$ cat src/rtl/fetch_mem_bridge_pkg.sv
package fetch_mem_bridge_pkg;
  // Strobes from the control half to the datapath half.
  typedef struct packed {
    logic fire;     // memory strobe, high while the address is complete
    logic enableN;  // active-low memory enable
  } bridgeCtl_t;
endpackage

$ cat src/rtl/hyst_gate.sv
// N-input Muller C-element with a state register: it goes high when every
// input of upVec is high, low when every input of dnVec is high, and holds otherwise.
module hyst_gate #(
  parameter int N = 4
) (
  input  logic         clk,
  input  logic         rstN,
  input  logic [N-1:0] upVec,
  input  logic [N-1:0] dnVec,
  output logic         q
);
  logic allUp, allDn;
  assign allUp = &upVec;
  assign allDn = &dnVec;

  always_ff @(posedge clk or negedge rstN) begin
    if (!rstN)      q <= 1'b0;
    else if (allUp) q <= 1'b1;
    else if (allDn) q <= 1'b0;
  end

  // a falling output must be caused by a full spacer one cycle earlier
  a_r3_fall_needs_spacer: assert property (@(posedge clk) disable iff (!rstN)
    $fell(q) |-> $past(allDn));
  // a rising output must be caused by full completion one cycle earlier
  a_r2_rise_needs_complete: assert property (@(posedge clk) disable iff (!rstN)
    $rose(q) |-> $past(allUp));
endmodule

$ cat src/rtl/bridge_ctrl.sv
// Completion detection over the dual-rail address, feeding the hysteresis gate.
module bridge_ctrl
  import fetch_mem_bridge_pkg::*;
#(
  parameter int ADDR_W = 13
) (
  input  logic              clk,
  input  logic              rstN,
  input  logic [ADDR_W-1:0] addrTrue,
  input  logic [ADDR_W-1:0] addrFalse,
  output bridgeCtl_t        ctl
);
  logic [ADDR_W-1:0] pairValid;
  logic [ADDR_W-1:0] pairSpacer;
  logic [ADDR_W-1:0] pairIllegal;
  logic              strobe;

  for (genvar i = 0; i < ADDR_W; i++) begin : g_pair
    assign pairValid[i]   = addrTrue[i] ^ addrFalse[i];
    assign pairSpacer[i]  = ~(addrTrue[i] | addrFalse[i]);
    assign pairIllegal[i] = addrTrue[i] & addrFalse[i];
  end

  hyst_gate #(.N(ADDR_W)) u_gate (
    .clk  (clk),
    .rstN (rstN),
    .upVec(pairValid),
    .dnVec(pairSpacer),
    .q    (strobe)
  );

  assign ctl.fire    = strobe;
  assign ctl.enableN = ~strobe;

  // a complete address raises the strobe on the next edge
  a_r2_complete_raises: assert property (@(posedge clk) disable iff (!rstN)
    (&pairValid) |=> strobe);
  // a high strobe survives any cycle that is not a full spacer
  a_r3_partial_holds: assert property (@(posedge clk) disable iff (!rstN)
    (strobe && !(&pairSpacer)) |=> strobe);
  // any illegal pair freezes the strobe
  a_r4_illegal_freezes: assert property (@(posedge clk) disable iff (!rstN)
    (|pairIllegal) |=> (strobe == $past(strobe)));
endmodule

$ cat src/rtl/bridge_dpath.sv
// Address rail selection and gated single-to-dual-rail expansion of the word.
module bridge_dpath
  import fetch_mem_bridge_pkg::*;
#(
  parameter int ADDR_W = 13,
  parameter int BYTE_W = 8
) (
  input  logic                clk,
  input  logic                rstN,
  input  bridgeCtl_t          ctl,
  input  logic [ADDR_W-1:0]   addrTrue,
  output logic [ADDR_W-1:0]   memAddr,
  output logic                memEnN,
  input  logic [BYTE_W-1:0]   memLo,
  input  logic [BYTE_W-1:0]   memHi,
  output logic [2*BYTE_W-1:0] instrTrue,
  output logic [2*BYTE_W-1:0] instrFalse
);
  localparam int LANES  = 2;
  localparam int WORD_W = LANES * BYTE_W;

  logic [BYTE_W-1:0] lane [LANES];
  logic [WORD_W-1:0] word;

  assign lane[0] = memLo;
  assign lane[1] = memHi;

  for (genvar l = 0; l < LANES; l++) begin : g_lane
    assign word[l*BYTE_W +: BYTE_W] = lane[l];
  end

  for (genvar b = 0; b < WORD_W; b++) begin : g_bit
    assign instrTrue[b]  = ctl.fire &  word[b];
    assign instrFalse[b] = ctl.fire & ~word[b];
  end

  assign memAddr = addrTrue;
  assign memEnN  = ctl.enableN;

  // low strobe means the spacer on every returned rail
  a_r7_rtz_when_idle: assert property (@(posedge clk) disable iff (!rstN)
    !ctl.fire |-> ((instrTrue == '0) && (instrFalse == '0)));
  // high strobe means each returned bit carries exactly one rail
  a_r6_complete_when_fired: assert property (@(posedge clk) disable iff (!rstN)
    ctl.fire |-> ((instrTrue ^ instrFalse) == {WORD_W{1'b1}}));
  // never both rails of a returned bit
  a_r8_no_double_rail: assert property (@(posedge clk) disable iff (!rstN)
    (instrTrue & instrFalse) == '0);
  // enable pin opposes the strobe
  a_r5_enable_polarity: assert property (@(posedge clk) disable iff (!rstN)
    memEnN != ctl.fire);
endmodule

$ cat src/rtl/fetch_mem_bridge.sv
module fetch_mem_bridge
  import fetch_mem_bridge_pkg::*;
#(
  parameter int ADDR_W = 13,
  parameter int BYTE_W = 8
) (
  input  logic                clk,
  input  logic                rstN,
  input  logic [ADDR_W-1:0]   addrTrue,
  input  logic [ADDR_W-1:0]   addrFalse,
  output logic [ADDR_W-1:0]   memAddr,
  output logic                memEnN,
  input  logic [BYTE_W-1:0]   memLo,
  input  logic [BYTE_W-1:0]   memHi,
  output logic [2*BYTE_W-1:0] instrTrue,
  output logic [2*BYTE_W-1:0] instrFalse
);
  bridgeCtl_t ctl;

  bridge_ctrl #(.ADDR_W(ADDR_W)) u_ctrl (
    .clk      (clk),
    .rstN     (rstN),
    .addrTrue (addrTrue),
    .addrFalse(addrFalse),
    .ctl      (ctl)
  );

  bridge_dpath #(.ADDR_W(ADDR_W), .BYTE_W(BYTE_W)) u_dpath (
    .clk       (clk),
    .rstN      (rstN),
    .ctl       (ctl),
    .addrTrue  (addrTrue),
    .memAddr   (memAddr),
    .memEnN    (memEnN),
    .memLo     (memLo),
    .memHi     (memHi),
    .instrTrue (instrTrue),
    .instrFalse(instrFalse)
  );
endmodule

$ cat config.mk
export PLATFORM = sky130hd
export DESIGN_NAME = fetch_mem_bridge
export DESIGN_NICKNAME = d
export VERILOG_FILES = /design/src/rtl/fetch_mem_bridge_pkg.sv /design/src/rtl/hyst_gate.sv /design/src/rtl/bridge_ctrl.sv /design/src/rtl/bridge_dpath.sv /design/src/rtl/fetch_mem_bridge.sv
export SDC_FILE = /design/constraint.sdc
export NUM_CORES = 1
export LEC_CHECK = 0
export CORE_MARGIN = 2
export CORE_UTILIZATION = 26
export DETAILED_ROUTE_END_ITERATION = 16
export GPL_TIMING_DRIVEN = 0
export PLACE_DENSITY = 0.95
export RECOVER_POWER = 100
export SLEW_MARGIN = 20
export SYNTH_ARGS = -nofsm -noshare
export SYNTH_HDL_FRONTEND = slang
export SYNTH_SLANG_ARGS = --single-unit
$ cat constraint.sdc
create_clock -name clk -period 2.1 [get_ports clk]
set_input_delay 0.42 -clock clk [delete_from_list [all_inputs] [get_ports clk]]
set_output_delay 0.42 -clock clk [all_outputs]
set_load 0.02 [all_outputs]
==> results of run 1 <==
==> power groups by stage <==
stage / registers, mW / logic (mW) / clock network, mW
2_1_floorplan: 0.0196 / 0.131 / 0
3_3_place_gp: 0.0196 / 0.306 / 0
3_5_place_dp: 0.0196 / 0.316 / 0
4_1_cts: 0.0196 / 0.317 / 0
5_1_grt: 0.0196 / 0.326 / 0
6_report: 0.0196 / 0.303 / 0
==> per-stage QoR <==
stage	power [mW]	cells	TNS [ps]
2_1_floorplan	0.151	99	0
3_3_place_gp	0.326	216	0
3_5_place_dp	0.336	216	-3.83
4_1_cts	0.336	216	0
5_1_grt	0.346	216	0
6_report	0.323	216	0
==> cell families (layout without fill, tap and decap cells) <==
| logic type | after synthesis | after routing | share of synthesized area [%] |
|---|---|---|---|
| and+or+nand+nor | 42 | 42 | 36.4 |
| buffers and inverters | 42 | 131 | 33.0 |
| adders and majority gates | 13 | 13 | 25.8 |
| AOI/OAI and AO/OA | 1 | 1 | 0.794 |
| DFF | 1 | 1 | 3.98 |
==> layout by cell type (no fill, tap or decap), drive strengths merged <==
master / n
nand4: 4
ha: 13
and2: 16
clkbuf: 17
nor2: 16
dfrtp: 1
nand3: 2
or4: 1
dlygate4sd3: 13
nand2: 2
o21ai: 1
inv: 27
nor4: 1
clkdlybuf4s50: 73
dlygate4sd2: 1
==> final timing paths <==
kind / to / cells past startpoint / from / slack (ps)
setup / recovery: instrTrue[4] / 3 / memLo[4] / 40
hold / removal: u_ctrl.u_gate.q / 1 / rstN / 640
setup reg to reg: u_ctrl.u_gate.q / 2 / u_ctrl.u_gate.q / 1280
hold reg to reg: u_ctrl.u_gate.q / 2 / u_ctrl.u_gate.q / 750
max in group asynchronous: u_ctrl.u_gate.q / 1 / rstN / 1360
min in group clk: u_ctrl.u_gate.q / 2 / u_ctrl.u_gate.q / 750
==> repair_timing <==
action                     4_1_cts  5_1_grt
pin swaps                        0        0
setup endpoints to repair        1        2
hold endpoints to repair         0        0
gates resized for setup          1        2
cloned                           0        0
==> per-layer routing <==
layer  global-route usage (%)  part of all wire [%]
met1                     15.2                    32
met2                     37.0                    57
met3                     2.54                    11
met4                        0                     0
met5                        0                     0
==> area by class of cell <==
class	count	area share [%]
Timing Repair Buffer	89	56.9
Multi-Input combinational cell	56	25.7
Buffer	15	6.90
Inverter	27	6.57
Tap cell	28	2.27
Sequential cell	1	1.62
==> reports/results.tsv, run 1 <==
stage	metric	value	unit
status	status	completed	
placement	dp_slack	-3.83	ps
final_layout	design_area	0.00154	mm^2
detailed_routing	drt_first_iter_violations	0	
global_route	global_route.overflow_total	0	
power_and_ir_drop	power_per_cell_area	209	mW/mm^2
final_layout	sequential_cell_area	25.0	um^2
placement	dpl_cell_area	0.00156	mm^2
clock_network	hold_buffers	0	
synth	dominantRegCellSynth	dfrtp_1	
synth	post_synth_main_area_contributors	ha_1 (26%), and2_1 (16%), buf_4 (16%)	
critical_path	req_time_crit_path	1680	ps
clock_network	post_cts.repair.setup_buffers	0	
detailed_routing	vias_per_cell	4.26	
floorplanning	die_ar	0.00283	mm^2
timing	hold_slack	639	ps
floorplanning	ios	90	
power_and_ir_drop	power_frac_clock	0	%
worst_hold_path	hold_path.class	in2async	
detailed_routing	detail_route.first_pass.iterations	1	
synth	synth.lib_cells_used.distinct	16	
detailed_routing	antenna_violating_nets_left	0	
timing	drv_slew	0	
synth	number_of_enable_flip_flop_cells_after_synthesis	0	
floorplanning	die_height	53.2	um
flow_run	reported_max_cap_violation_count	0	
timing	period_minus_slack	2060	ps
critical_path	setup.worst_path.start_class	input port	
critical_path	worst-setup-path-type	in2out	
clock_network	path_clk_slew	0	ps
timing	worst_slew_pin_slew	278	ps
floorplanning	placeableCoreArea	0.00225	mm^2
timing	timing_hold_violations_final	0	
synth	mappedNetlistNets	156	
critical_path	crit_top_cell	clkdlybuf4s50_1	
critical_path	critPathCaptureType	primary output	
critical_path	cpMaxStageDelayCell	clkdlybuf4s50_1	
power_and_ir_drop	power.ir.vdd_worst	0.135	mV
floorplanning	num_rows	17	
detailed_routing	avgRoutedWirePerCell	11.4	um
final_layout	diodes_inserted	0	
synth	post_synth_instance_area	629	um^2
final_layout	largest_register	u_ctrl.u_gate.q	
global_route	antenna_found_initial	0	
power_and_ir_drop	power.sequential.fraction	6.1	%
power_and_ir_drop	int_power	197	uW
synth	netlist_top_cells_count	inv_1 (26), and2_1 (16), nor2_1 (16)	
detailed_routing	routed_wl	2460	um
final_layout	nets	247	
global_route	grt_start_max_net_pins	11	
synth	synth.avg_cell_area	6.36	um^2
synth	post-synth-top-area-cell	ha_1	
final_layout	reg_top3	u_ctrl.u_gate.q: 1 flops	
synth	synthMostInstantiatedCell	inv_1	
timing	grt_setup_unrepaired	no	
placement	gp_congestion	0.676	
critical_path	worst_ep_arrival_time	1640	ps
detailed_routing	remaining_drcs	0	
timing	slew_headroom	81.4	%
detailed_routing	dr_total_vias	920	
final_layout	fin_util	68.4	%
final_layout	n_fill_cell	212	
timing	max_freq	0.485	GHz
synth	synth_top_area_share	25.8	%
critical_path	cp_cell_sequence	clkdlybuf4s50_1, and2_1, clkdlybuf4s50_1	
floorplanning	initial_util	27.9	%
synth	ys_async_rst_share	100	%
final_layout	final_layout_size_suffix_gt1_share	8.51	%
power_and_ir_drop	net_sw_power	126	uW
placement	detailed_place_hpwl	2370	um
final_layout	largest_register_ff_count	1	
power_and_ir_drop	power_share_of_the_combinational_group	93.9	%
final_layout	layout-area-overhead-vs-synth	145	%
critical_path	critical_path.max_fanout	2	
synth	synth-seq-cells	1	
critical_path	cp_num_buf_inv	2	
clock_network	clock_latency	0	ps
timing	finalSetupViolCount	0	
power_and_ir_drop	power.share.switching	38.9	%
final_layout	multi_input_comb_area	397	um^2
timing	worst_clock_skew	0	ps
timing	worst_slack	39.9	ps
timing	min_period_over_period	98.1	%
floorplanning	die_width	53.2	um
power_and_ir_drop	power_leakage	0.754	nW
global_route	grtUsageTotal	16.3	%
synth	sequential_cell_area_fraction_in_the_yosys_report	3.98	%
critical_path	timing.critical_path.slowest_cell_delay	610	ps
global_route	wire_length_of_the_first_global_routing_pass	3570	um
critical_path	critical_path.top_delay_family	buffers and inverters	
global_route	vias_in_the_first_global_route	855	
synth	synthCells	99	
placement	port-buffer-count	89	
synth	ys_warn_count	0	
No activity file was read; power rests on OpenSTA's default activity.
==> run 2, diff against run 1 <==
--- a/config.mk
+++ b/config.mk
@@ -7,6 +7,7 @@
 export LEC_CHECK = 0
 export CORE_MARGIN = 2
 export CORE_UTILIZATION = 26
+export CTS_CLUSTER_SIZE = 24
 export DETAILED_ROUTE_END_ITERATION = 16
 export GPL_TIMING_DRIVEN = 0
 export PLACE_DENSITY = 0.95
==> results of run 2 <==
The final DEF is identical to that of run 1; final timing and power are the same.
==> run 3, diff against run 2 <==
--- a/config.mk
+++ b/config.mk
@@ -11,7 +11,8 @@
 export DETAILED_ROUTE_END_ITERATION = 16
 export GPL_TIMING_DRIVEN = 0
 export PLACE_DENSITY = 0.95
-export RECOVER_POWER = 100
+export RECOVER_POWER = 50
+export SKIP_CTS_REPAIR_TIMING = 1
 export SLEW_MARGIN = 20
 export SYNTH_ARGS = -nofsm -noshare
 export SYNTH_HDL_FRONTEND = slang
==> run 3 against run 2 <==
  * Fmax shrank 0.17%
  * Power grew 0.35%
  * Routed wire length grew 0.41%
  * Clock skew is the same
  * Utilization shrank 0.22 points
  * Critical path type unchanged
  * Worst hold slack lost 1.1 ps
  * Largest power group unchanged
==> reports/results.tsv, run 3 (synthesized netlist as in run 1, its figures left out) <==
stage	metric	value	unit	change
critical_path	cpMaxStageDelayCell	clkdlybuf4s50_1		
critical_path	critical_path.top_delay_family	buffers and inverters		
floorplanning	die_width	53.2	um	unchanged
final_layout	sequential_cell_area	25.0	um^2	unchanged
global_route	global_route.overflow_total	0		unchanged
power_and_ir_drop	power.ir.vdd_worst	0.136	mV	+0.38%
critical_path	cp_num_buf_inv	2		unchanged
clock_network	clock_latency	0	ps	unchanged
floorplanning	ios	90		unchanged
timing	worst_slew_pin_slew	296	ps	+17.4 ps
timing	period_minus_slack	2060	ps	+3.54 ps
timing	drv_slew	0		unchanged
critical_path	critical_path.max_fanout	2		unchanged
final_layout	diodes_inserted	0		unchanged
global_route	grt_start_max_net_pins	11		unchanged
clock_network	path_clk_slew	0	ps	unchanged
critical_path	crit_top_cell	clkdlybuf4s50_1		
final_layout	largest_register_ff_count	1		unchanged
critical_path	timing.critical_path.slowest_cell_delay	610	ps	about the same
timing	final.setup.tns	0	ps	unchanged
critical_path	r2r-end	u_ctrl.u_gate.q		
final_layout	final_layout_size_suffix_gt1_share	8.51	%	unchanged
critical_path	setup.worst_path.start_class	input port		
floorplanning	initial_util	27.9	%	unchanged
placement	dpl_cell_area	0.00156	mm^2	unchanged
global_route	wire_length_of_the_first_global_routing_pass	3570	um	unchanged
detailed_routing	vias_per_cell	4.24		-0.43%
detailed_routing	antenna_violating_nets_left	0		unchanged
detailed_routing	detail_route.first_pass.iterations	1		unchanged
detailed_routing	dr_total_vias	916		-0.43%
placement	detailed_place_hpwl	2370	um	unchanged
final_layout	fin_util	68.1	%	-0.22 points
detailed_routing	avgRoutedWirePerCell	11.4	um	+0.41%
floorplanning	die_height	53.2	um	unchanged
timing	worst_clock_skew	0	ps	unchanged
status	status	completed		
critical_path	worst-setup-path-type	in2out		
global_route	antenna_found_initial	0		unchanged
critical_path	req_time_crit_path	1680	ps	about the same
final_layout	layout.cells.most_common	clkdlybuf4s50_1		
worst_hold_path	hold_path.class	in2async		
final_layout	n_fill_cell	212		unchanged
placement	gp_congestion	0.676		unchanged
floorplanning	num_rows	17		unchanged
critical_path	cells_on_worst_reg2reg_path	2		unchanged
detailed_routing	routed_wl	2470	um	+0.41%
timing	slew_headroom	80.4	%	-1.1 points
final_layout	multi_input_comb_area	397	um^2	unchanged
floorplanning	die_ar	0.00283	mm^2	unchanged
final_layout	design_area	0.00154	mm^2	-0.33%
floorplanning	placeableCoreArea	0.00225	mm^2	unchanged
placement	port-buffer-count	89		unchanged
timing	finalSetupViolCount	0		unchanged
final_layout	layout-area-overhead-vs-synth	144	%	
power_and_ir_drop	power_per_cell_area	211	mW/mm^2	+0.68%
detailed_routing	remaining_drcs	0		unchanged
global_route	vias_in_the_first_global_route	855		unchanged
critical_path	worst_ep_arrival_time	1640	ps	about the same
timing	hold_slack	638	ps	-1.11 ps
power_and_ir_drop	power_leakage	0.753	nW	about the same
final_layout	most-common-layout-cells	clkdlybuf4s50_1 (73), inv_1 (26), and2_1 (16), nor2_1 (16)		
critical_path	worst-r2r-setup-slack	1280	ps	about the same
timing	grt_setup_unrepaired	no		
flow_run	reported_max_cap_violation_count	0		unchanged
final_layout	reg_top3	u_ctrl.u_gate.q: 1 flops		
final_layout	nets	247		unchanged
timing	min_period_over_period	98.3	%	+0.17 points
critical_path	cp_cell_sequence	clkdlybuf4s50_1, and2_1, clkdlybuf4s50_1		
detailed_routing	drt_first_iter_violations	0		unchanged
timing	timing_hold_violations_final	0		unchanged
global_route	grtUsageTotal	16.3	%	unchanged
critical_path	reg2reg_from	u_ctrl.u_gate.q		
final_layout	largest_register	u_ctrl.u_gate.q		
timing	max_freq	0.485	GHz	-0.17%
critical_path	critPathCaptureType	primary output		
==> run 3: cell count changes in the layout (fill, tap and decap cells not counted), sizes merged <==
cell and delta:
buf +10, clkbuf -9, dlygate4sd2 -1
==> run 3: worst register-to-register path: cells and delay by family (launching register included) <==
| family | cells | cell delay [ps] |
|---|---|---|
| DFF | 1 | 430 |
| buffers and inverters | 1 | 160 |
| AOI/OAI and AO/OA | 1 | 100 |
==> run 3: layout make-up <==
class / count / area share [%]
Timing Repair Buffer: 89 / 56.8
Multi-Input combinational cell: 56 / 25.8
Buffer: 15 / 6.92
Inverter: 27 / 6.60
Tap cell: 28 / 2.28
Sequential cell: 1 / 1.63
==> run 3: per-layer routing <==
metal	vias to the layer above	share of wire (%)	GRT usage, %
met5	-	0	0
met4	0	0	0
met3	0	11	2.54
met2	52	57	37.0
met1	402	32	15.2
li1	462	-	-
==> run 3: report_power, final <==
part / switching [mW] / internal (mW)
registers: 0.0000000716 / 0.0196
logic: 0.126 / 0.178
clock network: 0 / 0
==> run 3: worst max path at each step <==
stage                    startpoint  depth (start not counted)  slack [ps]        endpoint
floorplan           u_ctrl.u_gate.q                          3         680  instrFalse[10]
global placement           memLo[3]                          3          50    instrTrue[3]
detailed placement         memLo[3]                          3          -4    instrTrue[3]
CTS                        memLo[3]                          3         -10    instrTrue[3]
global route               memHi[6]                          3           2   instrTrue[14]
finish                     memLo[4]                          3          40    instrTrue[4]
==> run 3: per-stage QoR <==
stage | total power, mW | instances | setup slack (ps)
5_1_grt | 0.347 | 216 | 2.13
4_1_cts | 0.337 | 216 | -11.2
3_3_place_gp | 0.326 | 216 | 46.3
6_report | 0.324 | 216 | 36.4
3_5_place_dp | 0.336 | 216 | -3.83
2_1_floorplan | 0.151 | 99 | 682
